<file path="config.mk">
export PLATFORM = sky130hd
export DESIGN_NAME = bf16_mul_seq
export DESIGN_NICKNAME = d
export VERILOG_FILES = /design/src/rtl/bf16_mul_pkg.sv /design/src/rtl/bf16_mul_classify.sv /design/src/rtl/bf16_mul_special.sv /design/src/rtl/bf16_mul_shiftadd.sv /design/src/rtl/bf16_mul_pack.sv /design/src/rtl/bf16_mul_seq.sv
export SDC_FILE = /design/constraint.sdc
export NUM_CORES = 1
export LEC_CHECK = 0
export ABC_AREA = 1
export ABC_CLOCK_PERIOD_IN_PS = 11200
export BUFFER_PORTS_ARGS = -buffer_cell sky130_fd_sc_hd__buf_2
export CORE_UTILIZATION = 42
export DETAILED_ROUTE_END_ITERATION = 12
export HOLD_SLACK_MARGIN = 0.08
export SLEW_MARGIN = 20
export SYNTH_ARGS = -nofsm -noshare
export SYNTH_HDL_FRONTEND = slang
export SYNTH_SLANG_ARGS = --single-unit
</file>
<file path="constraint.sdc">
create_clock -name clk -period 11.2 [get_ports clk]
set_clock_uncertainty 0.05 [all_clocks]
set_input_delay 0.56 -clock clk [delete_from_list [all_inputs] [get_ports clk]]
set_output_delay 0.56 -clock clk [all_outputs]
set_load 0.05 [all_outputs]
</file>
<file path="src/rtl/bf16_mul_pkg.sv">
// Shared definitions for the sequential bfloat16 multiplier.
// Assumes: the format is sign, EXP_W exponent bits, MAN_W fraction bits.
package bf16_mul_pkg;

    typedef enum logic {
        ST_IDLE = 1'b0,
        ST_RUN  = 1'b1
    } mul_state_t;

    // Quiet-NaN pattern: positive sign, exponent all ones, top fraction bit set.
    function automatic logic [15:0] qnan16();
        return 16'h7FC0;
    endfunction

endpackage

</file>
<file path="src/rtl/bf16_mul_classify.sv">
// Classifies one operand and produces its normalised significand.
// Assumes: the sign bit is removed by the caller; for a zero operand the
// significand, exponent and shift outputs are don't-care.
module bf16_mul_classify #(
    parameter int EXP_W = 8,
    parameter int MAN_W = 7,
    localparam int SIG_W = MAN_W + 1,
    localparam int LZ_W  = $clog2(SIG_W)
) (
    input  logic [EXP_W+MAN_W-1:0] mag,
    output logic                   is_nan,
    output logic                   is_inf,
    output logic                   is_zero,
    output logic [EXP_W-1:0]       exp_eff,
    output logic [SIG_W-1:0]       sig,
    output logic [LZ_W-1:0]        shift
);
    logic [EXP_W-1:0] ex;
    logic [MAN_W-1:0] mn;
    int               msb;

    assign ex = mag[EXP_W+MAN_W-1:MAN_W];
    assign mn = mag[MAN_W-1:0];

    // Flag the operand class from the exponent and fraction fields.
    always_comb begin
        is_nan  = (&ex) && (|mn);
        is_inf  = (&ex) && !(|mn);
        is_zero = !(|ex) && !(|mn);
    end

    // Locate the leading one of a denormal fraction and shift it to bit MAN_W.
    always_comb begin
        msb = 0;
        for (int i = 0; i < MAN_W; i++) begin
            if (mn[i]) msb = i;
        end
        if (|ex) begin
            sig     = {1'b1, mn};
            exp_eff = ex;
            shift   = '0;
        end else begin
            sig     = SIG_W'({1'b0, mn} << (MAN_W - msb));
            exp_eff = EXP_W'(1);
            shift   = LZ_W'(MAN_W - msb);
        end
    end
endmodule

</file>
<file path="src/rtl/bf16_mul_special.sv">
// Resolves operand combinations whose product needs no arithmetic.
// Assumes: index 0 is operand A, index 1 is operand B; A's NaN wins over B's.
module bf16_mul_special #(
    parameter int EXP_W = 8,
    parameter int MAN_W = 7,
    localparam int W = 1 + EXP_W + MAN_W
) (
    input  logic [1:0]   nan,
    input  logic [1:0]   inf,
    input  logic [1:0]   zero,
    input  logic [W-1:0] op_a,
    input  logic [W-1:0] op_b,
    input  logic         sign,
    output logic         hit,
    output logic [W-1:0] value
);
    localparam logic [W-1:0] QNAN = {1'b0, {EXP_W{1'b1}}, 1'b1, {(MAN_W-1){1'b0}}};

    // Priority: NaN A, NaN B, infinity (with or without zero), zero.
    always_comb begin
        hit   = 1'b1;
        value = '0;
        if (nan[0]) begin
            value = op_a;
        end else if (nan[1]) begin
            value = op_b;
        end else if (|inf) begin
            value = (|zero) ? QNAN : {sign, {EXP_W{1'b1}}, {MAN_W{1'b0}}};
        end else if (|zero) begin
            value = {sign, {(W-1){1'b0}}};
        end else begin
            hit = 1'b0;
        end
    end
endmodule

</file>
<file path="src/rtl/bf16_mul_shiftadd.sv">
// Iterative unsigned significand multiplier, one multiplier bit per step.
// Assumes: the multiplier has its top bit set, so it finishes in SIG_W steps.
// Exposes only the product bits the packer consumes (top SIG_W+1 bits).
module bf16_mul_shiftadd #(
    parameter int SIG_W = 8,
    localparam int PROD_W = 2 * SIG_W
) (
    input  logic             clk,
    input  logic             rst_n,
    input  logic             load,
    input  logic             step,
    input  logic [SIG_W-1:0] mcand_in,
    input  logic [SIG_W-1:0] mplier_in,
    output logic             last,
    output logic [SIG_W:0]   prod_hi
);
    logic [PROD_W-1:0] mcand_q, acc_q, acc_nx;
    logic [SIG_W-1:0]  mplier_q, mplier_nx;

    // Next step: add the shifted multiplicand when the current LSB is one.
    always_comb begin
        acc_nx    = acc_q + (mplier_q[0] ? mcand_q : '0);
        mplier_nx = mplier_q >> 1;
    end

    assign last    = step && (mplier_nx == '0);
    assign prod_hi = acc_nx[PROD_W-1:SIG_W-1];

    // Load the operands, or advance one bit of the product.
    always_ff @(posedge clk) begin
        if (!rst_n) begin
            mcand_q  <= '0;
            mplier_q <= '0;
            acc_q    <= '0;
        end else if (load) begin
            mcand_q  <= PROD_W'(mcand_in);
            mplier_q <= mplier_in;
            acc_q    <= '0;
        end else if (step) begin
            mcand_q  <= mcand_q << 1;
            mplier_q <= mplier_nx;
            acc_q    <= acc_nx;
        end
    end
endmodule

</file>
<file path="src/rtl/bf16_mul_pack.sv">
// Renormalises the product, applies overflow and underflow, packs the word.
// Assumes: prod_hi holds product bits [2*SIG_W-1 : SIG_W-1]; truncation only.
module bf16_mul_pack #(
    parameter int EXP_W    = 8,
    parameter int MAN_W    = 7,
    parameter int GRAD_MIN = 6,
    localparam int SIG_W   = MAN_W + 1,
    localparam int EW      = EXP_W + 3,
    localparam int W       = 1 + EXP_W + MAN_W,
    localparam int EXP_MAX = (1 << EXP_W) - 1
) (
    input  logic                 sign,
    input  logic signed [EW-1:0] exp_in,
    input  logic [SIG_W:0]       prod_hi,
    output logic [W-1:0]         packed_out
);
    int               e;
    logic [MAN_W-1:0] m;

    // Select the fraction window, then clamp the exponent range.
    always_comb begin
        if (prod_hi[SIG_W]) begin
            m = prod_hi[SIG_W-1:1];
            e = int'(exp_in) + 1;
        end else begin
            m = prod_hi[MAN_W-1:0];
            e = int'(exp_in);
        end
        if (e >= EXP_MAX) begin
            packed_out = {sign, {EXP_W{1'b1}}, {MAN_W{1'b0}}};
        end else if (e < -GRAD_MIN) begin
            packed_out = {sign, {(W-1){1'b0}}};
        end else if (e <= 0) begin
            packed_out = {sign, {EXP_W{1'b0}}, MAN_W'(m >> (1 - e))};
        end else begin
            packed_out = {sign, EXP_W'(e), m};
        end
    end
endmodule

</file>
<file path="src/rtl/bf16_mul_seq.sv">
// Top level: accepts operands on start, resolves special cases in one cycle,
// otherwise runs the shift-and-add engine and packs the truncated product.
// Assumes: start is only honoured while idle; result is held between dones.
module bf16_mul_seq #(
    parameter int EXP_W    = 8,
    parameter int MAN_W    = 7,
    parameter int GRAD_MIN = 6,
    localparam int W       = 1 + EXP_W + MAN_W,
    localparam int SIG_W   = MAN_W + 1,
    localparam int LZ_W    = $clog2(SIG_W),
    localparam int EW      = EXP_W + 3,
    localparam int BIAS    = (1 << (EXP_W - 1)) - 1
) (
    input  logic         clk,
    input  logic         rst_n,
    input  logic         start,
    input  logic [W-1:0] op_a,
    input  logic [W-1:0] op_b,
    output logic         busy,
    output logic         done,
    output logic [W-1:0] result
);
    import bf16_mul_pkg::*;

    mul_state_t           state_q;
    logic [W-2:0]         mag [2];
    logic [1:0]           c_nan, c_inf, c_zero;
    logic [EXP_W-1:0]     c_exp [2];
    logic [SIG_W-1:0]     c_sig [2];
    logic [LZ_W-1:0]      c_shift [2];
    logic                 sign_nx, sign_q;
    logic                 sp_hit;
    logic [W-1:0]         sp_value;
    logic signed [EW-1:0] exp_nx, exp_q;
    logic                 accept, mul_load, mul_last;
    logic [SIG_W:0]       prod_hi;
    logic [W-1:0]         pack_out;

    assign mag[0]  = op_a[W-2:0];
    assign mag[1]  = op_b[W-2:0];
    assign sign_nx = op_a[W-1] ^ op_b[W-1];
    assign accept  = (state_q == ST_IDLE) && start;
    assign mul_load = accept && !sp_hit;
    assign busy    = (state_q == ST_RUN);

    // One classifier per operand.
    for (genvar g = 0; g < 2; g++) begin : g_cls
        bf16_mul_classify #(.EXP_W(EXP_W), .MAN_W(MAN_W)) u_cls (
            .mag     (mag[g]),
            .is_nan  (c_nan[g]),
            .is_inf  (c_inf[g]),
            .is_zero (c_zero[g]),
            .exp_eff (c_exp[g]),
            .sig     (c_sig[g]),
            .shift   (c_shift[g])
        );
    end

    bf16_mul_special #(.EXP_W(EXP_W), .MAN_W(MAN_W)) u_special (
        .nan   (c_nan),
        .inf   (c_inf),
        .zero  (c_zero),
        .op_a  (op_a),
        .op_b  (op_b),
        .sign  (sign_nx),
        .hit   (sp_hit),
        .value (sp_value)
    );

    // Biased exponent sum less the denormal shift counts.
    always_comb begin
        exp_nx = EW'(int'(c_exp[0]) + int'(c_exp[1]) - BIAS
                     - int'(c_shift[0]) - int'(c_shift[1]));
    end

    bf16_mul_shiftadd #(.SIG_W(SIG_W)) u_mul (
        .clk       (clk),
        .rst_n     (rst_n),
        .load      (mul_load),
        .step      (busy),
        .mcand_in  (c_sig[0]),
        .mplier_in (c_sig[1]),
        .last      (mul_last),
        .prod_hi   (prod_hi)
    );

    bf16_mul_pack #(.EXP_W(EXP_W), .MAN_W(MAN_W), .GRAD_MIN(GRAD_MIN)) u_pack (
        .sign       (sign_q),
        .exp_in     (exp_q),
        .prod_hi    (prod_hi),
        .packed_out (pack_out)
    );

    // Control: take operands, finish special cases at once, else iterate.
    always_ff @(posedge clk) begin
        if (!rst_n) begin
            state_q <= ST_IDLE;
            done    <= 1'b0;
            result  <= '0;
            sign_q  <= 1'b0;
            exp_q   <= '0;
        end else begin
            done <= 1'b0;
            case (state_q)
                ST_IDLE: begin
                    if (start) begin
                        sign_q <= sign_nx;
                        exp_q  <= exp_nx;
                        if (sp_hit) begin
                            result <= sp_value;
                            done   <= 1'b1;
                        end else begin
                            state_q <= ST_RUN;
                        end
                    end
                end
                ST_RUN: begin
                    if (mul_last) begin
                        result  <= pack_out;
                        done    <= 1'b1;
                        state_q <= ST_IDLE;
                    end
                end
                default: state_q <= ST_IDLE;
            endcase
        end
    end
endmodule

</file>
After elaboration in Yosys (flattened, before gate mapping)
Cells that the tools add are included. Widths: inputs -> output; s select.

Bits in read-only memories: 0. Register bits: 70. Memory bits (writable): 0. Memories kept: 0. Input port bits: 35. Latch bits: 0. Output and inout port bits: 18.

Mux-type cells: 49. Div/mod/pow operators: 0. Add/subtract/negate cells: 9. Bitwise logic cells: 3. Multipliers: 0. Shifts and indexed selects: 3. Magnitude comparators: 3. Equal/unequal tests: 3. Reduce and logical (&&, ||, !) cells: 27.

Operator list (count): $mux 16 (9); $mux 8 (8); $shl 7x32->8 (2); $mux 15 (3); $ge 32x9->1 const B (1); $le 32x1->1 const B (1); $lt 32x4->1 const B (1); $mux 32 (1); $pmux 16 s2 (1); $shr 7x32->7 (1); $sub 2x32->32 const A (1); $mux 3 (8); $add 16x16->16 (1); $reduce_and 8->1 (2); $reduce_or 8->1 (2); $reduce_or 7->1 (2); $add 11x2->12 const B (1); $mux 1 (12); $sub 10x4->11 (1); $sub 11x4->11 (1); $sub 9x7->10 const B (1); $add 8x8->9 (1); $logic_and 1x1->1 (9); $logic_not 8->1 (1); 13 further kinds (26).

Longest topological paths before layout
Depth after elaboration: 11. Depth in mapped cells: 37. Mapped depth without buffers: 34.

Modules after synthesis
From an unflattened synthesis, not the netlist that was laid out.

Cell total of the unflattened synthesis: 1237. Area total of the unflattened synthesis: 7407.1 um2.

By module, submodules not included: bf16_mul_shiftadd (sequential area each 800.8 um2, area each 2728.9 um2, cells an instance 425, instances 1); bf16_mul_seq (sequential area each 600.6 um2, area each 2065.7 um2, cells an instance 293, instances 1); bf16_mul_pack (sequential area each 0.0 um2, area each 1392.6 um2, cells an instance 261, instances 1); bf16_mul_classify (sequential area each 0.0 um2, area each 439.2 um2, cells an instance 92, instances 2); bf16_mul_special (sequential area each 0.0 um2, area each 341.6 um2, cells an instance 74, instances 1).

Worst setup path before layout
OpenSTA, ideal clock, no wires.

Path kind: input to register. From: input op_a[11]. To: register exp_q[10]. Setup slack: 6.655 ns. Library setup time: 0.095 ns. Stages: 24. Path buffers: 1. Required time: 11.055 ns. Data arrival time: 4.399 ns. Cells stage by stage: or4_1 nor2_1 clkbuf_1 nor2_1 ha_1 inv_1 ha_1 inv_1 fa_1 fa_1 inv_1 ha_1 and3_1 a211oi_1 inv_1 nor2_1 inv_1 nor2_1 nand2_1 nor2_1 inv_1 nor2_1 nor2_1 a221oi_1.

Word-level cells in the longest chain between the ends: 6.

Ends and longest elaborated chain: start, declared (line bf16_mul_seq.sv:17) `input logic [W-1:0] op_a,`; $reduce_or 8->1 (line bf16_mul_classify.sv:38) `if (|ex) begin`; $mux 8 (line bf16_mul_classify.sv:38); $add 8x8->9 (line bf16_mul_seq.sv:72) `exp_nx = EW'(int'(c_exp[0]) + int'(c_exp[1]) - BIAS`; $sub 9x7->10 (line bf16_mul_seq.sv:72); $sub 10x4->11 (*) (line bf16_mul_seq.sv:73) `- int'(c_shift[0]) - int'(c_shift[1]));`; $sub 11x4->11 (*) (line bf16_mul_seq.sv:73); end signal, assigned (line bf16_mul_seq.sv:108) `exp_q <= exp_nx;`; end, declared (line bf16_mul_seq.sv:34) `logic signed [EW-1:0] exp_nx, exp_q;`.

Every way passes the cells marked *; elsewhere a longest branch is shown, timed or not. A chain may end at the register's enable or synchronous reset.

Final worst setup path
From: register u_mul.mplier_q[0]. To: register result[5].

Word-level cells in the longest chain between the ends: 10.

Ends and longest elaborated chain: start, declared (line bf16_mul_shiftadd.sv:18) `logic [SIG_W-1:0] mplier_q, mplier_nx;`; start signal, assigned (line bf16_mul_shiftadd.sv:37) `mplier_q <= mplier_in;`; start signal, assigned (line bf16_mul_shiftadd.sv:41) `mplier_q <= mplier_nx;`; $mux 16 (*) (line bf16_mul_shiftadd.sv:22) `acc_nx = acc_q + (mplier_q[0] ? mcand_q : '0);`; $add 16x16->16 (*) (line bf16_mul_shiftadd.sv:22); $mux 32 (line bf16_mul_pack.sv:22) `if (prod_hi[SIG_W]) begin`; $sub 2x32->32 (line bf16_mul_pack.sv:34) `packed_out = {sign, {EXP_W{1'b0}}, MAN_W'(m >> (1 - e))};`; $shr 7x32->7 (line bf16_mul_pack.sv:34); $mux 15 (line bf16_mul_pack.sv:33) `end else if (e <= 0) begin`; $mux 15 (line bf16_mul_pack.sv:31) `end else if (e < -GRAD_MIN) begin`; $mux 15 (*) (line bf16_mul_pack.sv:29) `if (e >= EXP_MAX) begin`; $mux 16 (*) (line bf16_mul_seq.sv:118) `if (mul_last) begin`; $pmux 16 s2 (*) (line bf16_mul_seq.sv:104) `case (state_q)`; end signal, assigned (line bf16_mul_seq.sv:110) `result <= sp_value;`; end signal, assigned (line bf16_mul_seq.sv:119) `result <= pack_out;`; end, declared (line bf16_mul_seq.sv:21) `output logic [W-1:0] result`.

Every way passes the cells marked *; elsewhere a longest branch is shown, timed or not. The select of a mux whose other input is x is not followed.

==> impl_metrics.tcl <==
set metrics [dict create \
    grt_max_degree 53 \
    hpwl_microns 13400 \
    crit_arrival_ns 5.29 \
    finalSetupTns_ns 0 \
    port_buffers 52 \
    io_pins 53 \
    slew_headroom_pct 34.3 \
    r2r_setup_slack_ns 6.14 \
    min_path_cells 2 \
    reg2reg_depth 31 \
    slowest_delay_ns 0.74 \
    initial_core_util_pct 42.9 \
    dieArea_sq_um 16000 \
    cp_common_cell "nand2_1" \
    period_share_pct 45.2 \
    hold_violations 0 \
    worstSetupStartpointType "flop" \
    cap_viol_max_count 0 \
    setup_viol 0 \
    fp.coreArea_sq_um 15100 \
    final_nets 1153 \
    slew_viol_final 0 \
    grt_pass1_vias 5944 \
    synthArstFlopShare_pct 0 \
    vias 6596 \
    dr.pass1.iters 9 \
    p_leak_nw 3.54 \
    cellPowerDensity_nw_per_um2 121 \
    root_buffer "clkbuf_16" \
    rr_endpoint "result[5]$_SDFFE_PN0P_" \
    crit_fanout 22 \
    synth_cell_types 51 \
    mostFrequentLayoutCell "nand2_1" \
    cts_tree "yes" \
    syn_area_per_cell_sq_um 6.18 \
    crit_path_end_kind "flop" \
    status "complete, no violations" \
    viasPerCell 5.21 \
    clockBufferDepth 2 \
    cts_made_buffers 9 \
    hp-start "result[13]$_SDFFE_PN0P_" \
    fillers 1601 \
    finalPower_uw 864 \
    clock.fmax_ghz 0.198 \
    gp_congestion 0.929 \
    synth_cells 1051 \
    ant_nets 0 \
    antenna_found_initial 0 \
    timing.final.crit_period_ns 5.06 \
    wl_microns 17400 \
    ys_warn_count 0 \
    ys_seq_elements 70 \
    synth_nets 1131 \
    postCtsHoldBufs 0 \
    layout_common_cells "281 x nand2_1, 147 x inv_1, 82 x nor2_1, 74 x o21ai_0" \
    dieWidth_microns 126 \
    area_growth_pct 9.79 \
    routedWlPerCell_microns 13.7 \
    cts_sinks 70 \
    rsz0062_at_grt "false" \
    post-place-ws_ns 6.00 \
    drt_iter0_drc 420 \
    yosysSeqAreaShare_pct 21.6 \
    clk_pin_slew_ns 0.06 \
    diodes 0 \
    ctsResizeCount 0 \
    drive_gt1_share_pct 11.6 \
    tightest_slew_ns 0.985 \
    crit_type "flop to flop" \
    reg2reg_from "u_mul.mplier_q[0]$_SDFFE_PN0P_" \
    die_h_microns 126 \
    post_cts_buffers 0 \
    grt_pass1_wl_microns 29100 \
    route.detailed.drc 0 \
    synthesis.area_sq_um 6490 \
    htreeDepth 3 \
    cp.required_ns 11.43 \
    grt_usage_pct 22.6 \
    whs_endpoint "result[13]$_SDFFE_PN0P_" \
    ys.flop_type "dfxtp_1" \
    grt-ovfl-total 0 \
    insertion_delay_ns 0.34 \
    row_count 45 \
    synth_edf_count 0 \
    hold_ws_ns 0.410 \
    hold_path_class "flop to flop" \
    cp_slowest_cell "dfxtp_1" \
    fin_ws_ns 6.14 \
    ir_worst_vdd_uv 69.2 \
]
-- state kept, by name (all words and copies together), names as in the netlist --
name / flops
busy: 1
done: 1
exp_q: 11
result: 16
sign_q: 1
u_mul.acc_q: 16
u_mul.mcand_q: 16
u_mul.mplier_q: 8
-- stage by stage --
step	instance area, sq um	instances	util, %
6_report	7130	1266	47.1
2_1_floorplan	6490	1051	-
4_1_cts	7130	1266	47.1
5_1_grt	7130	1266	47.1
3_5_place_dp	6820	1250	45.0
3_3_place_gp	6820	1250	45.0
-- layout make-up --
type                       count  area (sq um)  area share [%]
clock buffer                  10           239            3.35
tap                          188           235            3.30
inverter                     155           582            8.16
multi-input combinational    783          4330            60.7
sequential                    70          1400            19.7
clock inverter                 6          68.8           0.965
timing repair buffer          54           275            3.86
-- critical path, delay by kind of cell, from the launching register on --
kind                     cells  cell delay, ns
AO/OA/AOI/OAI                4            0.51
adder cells (fa/ha/maj)      2            0.56
buffers and inverters        1            0.08
flip-flops                   1            0.74
AND/OR/NAND/NOR             24            3.03
-- worst max path at each step --
stage               cells after the start                     end  slack, ns                            from
global placement                       24  exp_q[10]$_SDFFE_PN0P_       6.04                        op_a[11]
detailed placement                     24  exp_q[10]$_SDFFE_PN0P_       6.00                        op_a[11]
global route                           31  result[5]$_SDFFE_PN0P_       5.45  u_mul.mplier_q[0]$_SDFFE_PN0P_
finish                                 31  result[5]$_SDFFE_PN0P_       6.14  u_mul.mplier_q[0]$_SDFFE_PN0P_
CTS                                    31  result[5]$_SDFFE_PN0P_       6.10  u_mul.mplier_q[0]$_SDFFE_PN0P_
floorplan                              24  exp_q[10]$_SDFFE_PN0P_       6.66                        op_a[11]
-- cell usage after synthesis (18+ instances only) --
cell type	n	share of area, %
nand2_2	19	1.8
nand3_1	53	4.1
ha_1	40	7.7
xor2_1	19	2.6
a21oi_1	69	5.3
nor2_1	82	4.7
dfxtp_1	70	22
inv_1	147	8.5
clkbuf_1	37	2.1
o21ai_0	74	5.7
nand4_1	18	1.7
nand2_1	281	16
-- routing by layer --
layer	routed length (microns)	up-vias	track usage, %
met2	7760	179	36.6
met4	295	0	7.44
met1	8470	2931	30.6
li1	-	3461	-
met5	0	-	0
met3	817	25	3.42
-- power by group --
group          internal (mW)  total (mW)  leakage [nW]  switching (mW)
combinational         0.0892       0.280          2.82           0.191
clock                  0.180       0.296         0.149           0.117
sequential             0.266       0.287         0.572          0.0216
total                  0.535       0.864          3.54           0.329
-- logic make-up after synthesis --
family	count (synthesis)	share of synthesized area (%)
adders and majority gates	45	9.25
AOI/OAI and AO/OA	206	18.1
buffers and inverters	198	11.8
and+or+nand+nor	501	34.9
DFF	70	21.6
muxes	1	0.154
xor gates and xnor gates	30	4.16
(Power assumes the default switching activity.)
